**src/rtl/seg_xlate_pkg.sv**
```systemverilog
package seg_xlate_pkg;
  typedef enum logic [1:0] {
    TRAP_NONE = 2'd0,
    TRAP_SEG  = 2'd1,
    TRAP_OFF  = 2'd2
  } trap_e;
endpackage

```
**src/rtl/seg_table.sv**
```systemverilog
module seg_table #(
  parameter int SLOT_W = 4,
  parameter int BASE_W = 16,
  parameter int LIM_W  = 13
) (
  input  logic              clk_i,
  input  logic              rst_ni,
  input  logic              wr_en_i,
  input  logic [SLOT_W-1:0] wr_idx_i,
  input  logic [BASE_W-1:0] wr_base_i,
  input  logic [LIM_W-1:0]  wr_lim_i,
  input  logic [SLOT_W-1:0] rd_idx_i,
  output logic [BASE_W-1:0] rd_base_o,
  output logic [LIM_W-1:0]  rd_lim_o
);
  localparam int SLOTS = 1 << SLOT_W;

  logic [BASE_W-1:0] base_q [SLOTS];
  logic [LIM_W-1:0]  lim_q  [SLOTS];

  for (genvar g = 0; g < SLOTS; g++) begin : g_slot
    always_ff @(posedge clk_i or negedge rst_ni) begin
      if (!rst_ni) begin
        base_q[g] <= '0;
        lim_q[g]  <= '0;
      end else if (wr_en_i && wr_idx_i == SLOT_W'(g)) begin
        base_q[g] <= wr_base_i;
        lim_q[g]  <= wr_lim_i;
      end
    end
  end

  assign rd_base_o = base_q[rd_idx_i];
  assign rd_lim_o  = lim_q[rd_idx_i];
endmodule

```
**src/rtl/seg_check.sv**
```systemverilog
module seg_check
  import seg_xlate_pkg::*;
#(
  parameter int SEG_W = 3,
  parameter int OFF_W = 12,
  parameter int PA_W  = 16
) (
  input  logic [SEG_W:0]   len_i,
  input  logic [SEG_W-1:0] seg_i,
  input  logic [OFF_W-1:0] off_i,
  input  logic [PA_W-1:0]  base_i,
  input  logic [OFF_W:0]   lim_i,
  output trap_e            code_o,
  output logic [PA_W-1:0]  paddr_o
);
  logic seg_bad, off_bad;

  assign seg_bad = {1'b0, seg_i} >= len_i;
  assign off_bad = {1'b0, off_i} >= lim_i;

  // segment check first; limit only matters for a defined segment
  always_comb begin
    code_o  = TRAP_NONE;
    paddr_o = '0;
    if (seg_bad)      code_o = TRAP_SEG;
    else if (off_bad) code_o = TRAP_OFF;
    else              paddr_o = base_i + PA_W'(off_i);
  end
endmodule

```
**src/rtl/seg_xlate.sv**
```systemverilog
module seg_xlate
  import seg_xlate_pkg::*;
#(
  parameter int SEG_W  = 3,
  parameter int OFF_W  = 12,
  parameter int PA_W   = 16,
  parameter int SLOT_W = 4
) (
  input  logic              clk_i,
  input  logic              rst_ni,
  input  logic              wr_en_i,
  input  logic [SLOT_W-1:0] wr_idx_i,
  input  logic [PA_W-1:0]   wr_base_i,
  input  logic [OFF_W:0]    wr_lim_i,
  input  logic              ctx_ld_i,
  input  logic [SLOT_W-1:0] ctx_base_i,
  input  logic [SEG_W:0]    ctx_len_i,
  input  logic              req_i,
  input  logic [SEG_W-1:0]  seg_i,
  input  logic [OFF_W-1:0]  off_i,
  output logic              vld_o,
  output logic              trap_o,
  output logic [1:0]        trap_code_o,
  output logic [PA_W-1:0]   paddr_o
);
  localparam int LEN_W = SEG_W + 1;
  localparam int LIM_W = OFF_W + 1;

  logic [SLOT_W-1:0] tbl_base_q;
  logic [LEN_W-1:0]  tbl_len_q;
  logic [SLOT_W-1:0] rd_idx;
  logic [PA_W-1:0]   rd_base;
  logic [LIM_W-1:0]  rd_lim;
  trap_e             code_d, code_q;
  logic [PA_W-1:0]   paddr_d, paddr_q;
  logic              vld_q;

  always_ff @(posedge clk_i or negedge rst_ni) begin
    if (!rst_ni) begin
      tbl_base_q <= '0;
      tbl_len_q  <= '0;
    end else if (ctx_ld_i) begin
      tbl_base_q <= ctx_base_i;
      tbl_len_q  <= ctx_len_i;
    end
  end

  // slot index wraps around the bank
  assign rd_idx = tbl_base_q + SLOT_W'(seg_i);

  seg_table #(.SLOT_W(SLOT_W), .BASE_W(PA_W), .LIM_W(LIM_W)) u_table (
    .clk_i    (clk_i),
    .rst_ni   (rst_ni),
    .wr_en_i  (wr_en_i),
    .wr_idx_i (wr_idx_i),
    .wr_base_i(wr_base_i),
    .wr_lim_i (wr_lim_i),
    .rd_idx_i (rd_idx),
    .rd_base_o(rd_base),
    .rd_lim_o (rd_lim)
  );

  seg_check #(.SEG_W(SEG_W), .OFF_W(OFF_W), .PA_W(PA_W)) u_check (
    .len_i  (tbl_len_q),
    .seg_i  (seg_i),
    .off_i  (off_i),
    .base_i (rd_base),
    .lim_i  (rd_lim),
    .code_o (code_d),
    .paddr_o(paddr_d)
  );

  always_ff @(posedge clk_i or negedge rst_ni) begin
    if (!rst_ni) begin
      vld_q   <= 1'b0;
      code_q  <= TRAP_NONE;
      paddr_q <= '0;
    end else begin
      vld_q <= req_i;
      if (req_i) begin
        code_q  <= code_d;
        paddr_q <= paddr_d;
      end
    end
  end

  assign vld_o       = vld_q;
  assign trap_o      = vld_q && (code_q != TRAP_NONE);
  assign trap_code_o = code_q;
  assign paddr_o     = paddr_q;

  a_r2_one_cycle: assert property (@(posedge clk_i) disable iff (!rst_ni)
    req_i |=> vld_o);
  a_r2_idle_low: assert property (@(posedge clk_i) disable iff (!rst_ni)
    !req_i |=> !vld_o);
  a_r3_seg_first: assert property (@(posedge clk_i) disable iff (!rst_ni)
    (req_i && ({1'b0, seg_i} >= tbl_len_q)) |=> (trap_code_o == TRAP_SEG) && trap_o);
  a_r4_off_trap: assert property (@(posedge clk_i) disable iff (!rst_ni)
    (req_i && ({1'b0, seg_i} < tbl_len_q) && ({1'b0, off_i} >= rd_lim))
      |=> (trap_code_o == TRAP_OFF) && trap_o);
  a_r5_sum: assert property (@(posedge clk_i) disable iff (!rst_ni)
    (req_i && ({1'b0, seg_i} < tbl_len_q) && ({1'b0, off_i} < rd_lim))
      |=> !trap_o && paddr_o == $past(rd_base + PA_W'(off_i)));
  a_r6_trap_zero: assert property (@(posedge clk_i) disable iff (!rst_ni)
    (vld_o && trap_o) |-> paddr_o == '0);
endmodule

```
**config.mk**
```make
export PLATFORM = sky130hd
export DESIGN_NAME = seg_xlate
export DESIGN_NICKNAME = d
export VERILOG_FILES = /design/src/rtl/seg_xlate_pkg.sv /design/src/rtl/seg_table.sv /design/src/rtl/seg_check.sv /design/src/rtl/seg_xlate.sv
export SDC_FILE = /design/constraint.sdc
export NUM_CORES = 1
export LEC_CHECK = 0
export BUFFER_PORTS_ARGS = -buffer_cell sky130_fd_sc_hd__buf_2
export CORE_MARGIN = 4
export CORE_UTILIZATION = 37
export CTS_CLUSTER_DIAMETER = 30
export DETAILED_ROUTE_END_ITERATION = 8
export GPL_ROUTABILITY_DRIVEN = 1
export MAX_ROUTING_LAYER = met4
export PLACE_DENSITY = 0.57
export REMOVE_ABC_BUFFERS = 1
export SETUP_SLACK_MARGIN = 0.02
export SLEW_MARGIN = 20
export SYNTH_ARGS = -nofsm -noshare
export SYNTH_HDL_FRONTEND = slang
export SYNTH_SLANG_ARGS = --single-unit
```
**constraint.sdc**
```tcl
create_clock -name clk_i -period 6.1 [get_ports clk_i]
set_input_delay 1.22 -clock clk_i [delete_from_list [all_inputs] [get_ports clk_i]]
set_output_delay 1.22 -clock clk_i [all_outputs]
set_load 0.01 [all_outputs]
```
* Yosys cells after proc, flatten, opt, wreduce, memory -nomap -nowiden
Cells that the tools add are included.
Operators by class: add/subtract/negate cells 2, multiply operators 0, divide/modulo/power cells 0, $lt $le $gt $ge 3, equal/unequal tests 15, shift-type cells 0, muxes and demuxes 10, bitwise operators 1, reduce and logical (&&, ||, !) cells 19
Operators by type and width (count):
- 16-bit binary-select mux with 4-bit select | 1
- 16-bit 2-to-1 mux | 4
- 13-bit binary-select mux with 4-bit select | 1
- 4-bit == test (second input constant) | 8
- 13-bit 2-to-1 mux | 2
- 1-bit logical AND | 17
- 16-bit by 12-bit adder with 16-bit output | 1
- 4-bit by 3-bit == test with 1-bit output (second input constant) | 4
- 12-bit by 13-bit >= comparator with 1-bit output | 1
- 4-bit by 2-bit == test with 1-bit output (second input constant) | 2
- 5-bit >= comparator (second input constant) | 1
- 4-bit NOT with 5-bit output | 1
- 4-bit by 3-bit adder with 4-bit output | 1
- 4-bit by 1-bit == test with 1-bit output (second input constant) | 1
- 3-bit by 4-bit >= comparator with 1-bit output | 1
- 4-bit logical NOT | 1
- 2-bit 2-to-1 mux | 2
- 2-bit nonzero test | 1
Storage, ports and cells: bits in registers 491, bits in latches 0, RAM bits 0, memory bits (read-only) 0, input port bits 61, output and inout port bits 20, logic and storage cells 87, memories 0

* Depth between registers and ports, before layout
depth in word-level cells 8, gate-level depth with buffers 18, depth with buffers taken out 14

* Hierarchy
From an unflattened synthesis, not the netlist that was laid out.
Second synthesis, totals: cell total of the unflattened synthesis 1494, area total of the unflattened synthesis 23094.6 um2
Modules (own cells, without submodules):
- seg_table | instances 1, cells each 1274, area each 20848.7 um2, sequential area each 11611.1 um2
- seg_xlate | instances 1, cells each 65, area each 1137.3 um2, sequential area each 675.6 um2
- seg_check | instances 1, cells each 155, area each 1108.6 um2, sequential area each 0.0 um2

* Worst setup path before layout
OpenSTA, ideal clock, no wires.
path type input port to flip-flop, start input seg_i[0], end register paddr_q[14], in the netlist paddr_o[14], library setup time 135 ps, arrival time 5285 ps, data required time 5965 ps, setup slack 681 ps, cell stages on the path 16, path buffers 4, path through ha_1 > fa_1 > buf_2 > buf_2 > clkbuf_1 > clkbuf_1 > mux4_2 > mux4_2 > ha_1 > a21oi_1 > o21ai_0 > a32o_1 > o41ai_1 > a211oi_1 > xor2_1 > o22ai_1
Between the ends: word-level cells in the longest chain between the ends 8, elaborated cells between the ends (all ways) 13, those cells by class add/sub: 2; order compare: 2; mux: 8; bitwise: 1
RTL lines:
- from (decl) | line seg_xlate.sv:19 | input logic [SEG_W-1:0] seg_i,
- 4-bit by 3-bit adder with 4-bit output | line seg_xlate.sv:49 | assign rd_idx = tbl_base_q + SLOT_W'(seg_i);
- 4-bit NOT with 5-bit output (implied by the code) | line seg_table.sv:33, seg_table.sv:34
- 16-bit binary-select mux with 4-bit select / 13-bit binary-select mux with 4-bit select (equally long branches) | line seg_table.sv:33, seg_table.sv:34
- 16-bit 2-to-1 mux (implied by the code) / 13-bit 2-to-1 mux (equally long branches) (2 in series) | line seg_table.sv:33, seg_table.sv:34
- 16-bit by 12-bit adder with 16-bit output / 12-bit by 13-bit >= comparator with 1-bit output (equally long branches) | line seg_check.sv:27, seg_check.sv:19
- 16-bit 2-to-1 mux | line seg_check.sv:26 | else if (off_bad) code_o = TRAP_OFF;
- 16-bit 2-to-1 mux * | line seg_check.sv:25 | if (seg_bad) code_o = TRAP_SEG;
- to (signal assigned) | line seg_xlate.sv:82 | paddr_q <= paddr_d;
- to (decl) | line seg_xlate.sv:35 | logic [PA_W-1:0] paddr_d, paddr_q;
Every way passes the cells marked *; elsewhere a longest branch is shown, timed or not. The select of a mux whose other input is x is not followed. A chain may end at the register's enable or synchronous reset.

* Worst setup path in the final report
start input seg_i[0], end register paddr_q[13], in the netlist paddr_o[13]
The elaborated chain is that of the path after synthesis.

==> impl_metrics.tcl <==
set metrics [dict create \
    status "finished clean" \
    setup_violations 0 \
    ys.flop_type "dfrtp_1" \
    cts_buffers 121 \
    clk_pin_slew_ns 0.04 \
    coreArea_sq_um 60700 \
    arrival_ns 5.66 \
    synth_compound_area_share_pct 1.799 \
    port_buffers 80 \
    die-area_sq_um 65680 \
    cts_setup_buffers 0 \
    via_count 13190 \
    post-route-period-util_pct 83.92 \
    die_h_microns 256.3 \
    max_stage_delay_ns 0.97 \
    antenna_found_initial 1 \
    placed_cells 2219 \
    die_w_microns 256.3 \
    max-vdd-ir-drop_v 0.0002307 \
    yosys-top-cells-area "dfrtp_1 54%, mux2_2 23%, mux4_2 13%" \
    clk_latency_ns 0.64 \
    synthXorXnorAreaFrac_pct 0.6473 \
    io_pins 81 \
    syn_to_final_growth_pct 26.09 \
    cap_violations 0 \
    num-fill-cells 5121 \
    worstPathCellList "buf_2, ha_4, fa_4, buf_12, mux4_2, mux4_2, inv_1, ha_1, a211oi_1, o211ai_1, o211a_1, o31ai_1, a221o_1, nand2b_1, o22ai_1" \
    dpl.hpwl_microns 34640 \
    yosys.area.top_type_share_pct 53.87 \
    crit_start "seg_i[0]" \
    finalNonFillerCells 2444 \
    final_util_pct 47.39 \
    reg2reg_depth 14 \
    grt_overflow 0 \
    slew_violations 0 \
    synth_fa_ha_area_share_pct 1.986 \
    synth_edf_count 0 \
    critPathMaxFanout 48 \
    ctsHoldBuffers 0 \
    reg2reg_to "paddr_o[13]" \
    yosysUniqueCellTypes 43 \
    reg2reg_setup_slack_ns 1.28 \
    viasPerCell 5.396 \
    clock-skew-final_ns 0.01337 \
    endpoint "paddr_o[13]" \
    path_class "primary input to flip-flop" \
    finalHoldViolCount 0 \
    cts_sinks 491 \
    routabilityCongestion 0.7915 \
    nNetsFinal 1656 \
    post_synth.cell_area_avg_sq_um 15.97 \
    muxShareOfSynthArea_pct 37.71 \
    routedWlPerCell_microns 24.16 \
    ys_ff_latch 491 \
    ant_nets 0 \
    hold_path_class "flip-flop to flip-flop" \
    start_kind "primary input" \
    powerDensity_nw_per_um2 491.3 \
    grt_pass1_wl_microns 92060 \
    slowest_stage "fa_4" \
    cp.required_ns 6.64 \
    hp-start "u_table.base_q[236]" \
    clock_path_buffers 3 \
    drtPass1Iterations 5 \
    netlist_area_sq_um 22810 \
    worst_pin_slew_ns 1.126 \
    first_global_vias 14650 \
    cts_resized 0 \
    initial_utilization_pct 37.58 \
    fin_crit_ns 5.119 \
    rows 90 \
    final_cell_mix "491 x dfrtp_1, 474 x mux2_2, 136 x mux4_2, 122 x clkbuf_16, 79 x buf_2" \
    gr-usage-all-layers_pct 18.83 \
    grt_start_max_net_pins 160 \
    cts_max_level 3 \
    yosys.area.top_type "dfrtp_1" \
    yosysWarnings 0 \
    relSlewSlack_pct 24.77 \
    r2r-start "tbl_base_q[0]" \
    root_buffer "clkbuf_16" \
    routed_wl_microns 59040 \
    fmax_ghz 0.1954 \
    rsz0062_at_grt "no" \
    drc 0 \
    power.total_mw 14.13 \
    synth-simple-area-share_pct 1.141 \
    initialDrtViolationCount 768 \
    final_common_cell "dfrtp_1" \
    async_reset_ff_share_pct 100.0 \
    yosysSeqAreaShare_pct 53.87 \
    postSynthCellCount 1428 \
    synth_top_family_by_area "multiplexers" \
    drive_gt1_share_pct 57.92 \
    p_leak_nw 12.51 \
    cts_tree "done" \
    crit_top_cell "mux4_2" \
    end_kind "flip-flop" \
]
==> state kept, by name, summed over array words and instances, names as in the netlist <==
signal          flops
tbl_base_q          4
trap_code_o         2
vld_o               1
tbl_len_q           4
u_table.lim_q     208
u_table.base_q    256
paddr_o            16
==> worst max-delay path: cells and delay by family <==
kind                     cells  cell delay, ns
AO/OA/AOI/OAI                6            1.26
adder cells (fa/ha/maj)      3            1.37
multiplexers                 2            0.82
AND/OR/NAND/NOR              1            0.38
buffers and inverters        3            0.54
==> cell type report <==
| type | count | area [sq um] | area share (%) |
|---|---|---|---|
| tap | 782 | 978.4 | 3.402 |
| clock inverter | 62 | 1026 | 3.567 |
| inverter | 37 | 138.9 | 0.4829 |
| multi-input combinational | 786 | 10000 | 34.77 |
| sequential | 491 | 12290 | 42.72 |
| clock buffer | 162 | 3443 | 11.97 |
| timing repair buffer | 123 | 885.9 | 3.080 |
| antenna | 1 | 2.502 | 0.008701 |
==> layer usage <==
metal / track usage, % / part of all wire, %
met5: - / 0
met4: 5.150 / 2.0
met1: 25.28 / 45
met2: 29.49 / 48
met3: 3.799 / 4.6
==> how the worst min path moves through the flow <==
stage          slack [ns]                  end  depth (start not counted)
2_1_floorplan        0.47  u_table.base_q[236]                          1
3_3_place_gp         0.48  u_table.base_q[124]                          1
3_5_place_dp         0.49   u_table.lim_q[174]                          1
4_1_cts              0.50   u_table.lim_q[174]                          1
5_1_grt              0.51  u_table.base_q[234]                          1
6_report             0.49  u_table.base_q[236]                          1
==> where the power goes <==
part / internal [mW] / switching, mW
sequential: 4.03 / 0.383
combinational: 1.59 / 1.21
clock: 5.00 / 1.92
total: 10.6 / 3.51
==> synthesized netlist by cell type, types with 4 or more instances <==
| master | instances |
|---|---|
| mux4_1 | 5 |
| buf_6 | 5 |
| mux2i_1 | 7 |
| buf_1 | 19 |
| buf_2 | 20 |
| dfrtp_1 | 491 |
| mux2_2 | 474 |
| nor2_1 | 18 |
| clkbuf_1 | 68 |
| o22ai_1 | 18 |
| nand2b_1 | 8 |
| a21o_1 | 7 |
| xnor2_1 | 6 |
| mux4_2 | 136 |
| nand3_1 | 4 |
| xor2_1 | 9 |
| inv_1 | 37 |
| ha_1 | 33 |
| o21ai_0 | 7 |
| o21a_1 | 6 |
| nand2_1 | 9 |
| a21oi_1 | 12 |
==> through the flow <==
step	instance area, sq um	worst slack, ns	setup TNS, ns	hold slack (ns)
final	28760	0.9811	0	0.4939
after global routing	28760	0.7396	0	0.5061
after CTS	28760	1.032	0	0.4983
after detailed placement	24290	0.3663	0	0.4878
after global placement	24250	0.4803	0	0.4800
after floorplan	22300	-2.331	-37.73	0.4705
==> cell families after synthesis <==
kind of cell    after synthesis
simple gates                 50
mux                         622
fa+ha+maj                    35
xor+xnor                     16
flops                       491
compound gates               63
buf+inv                     151
Power figures use the tool's default switching activity.
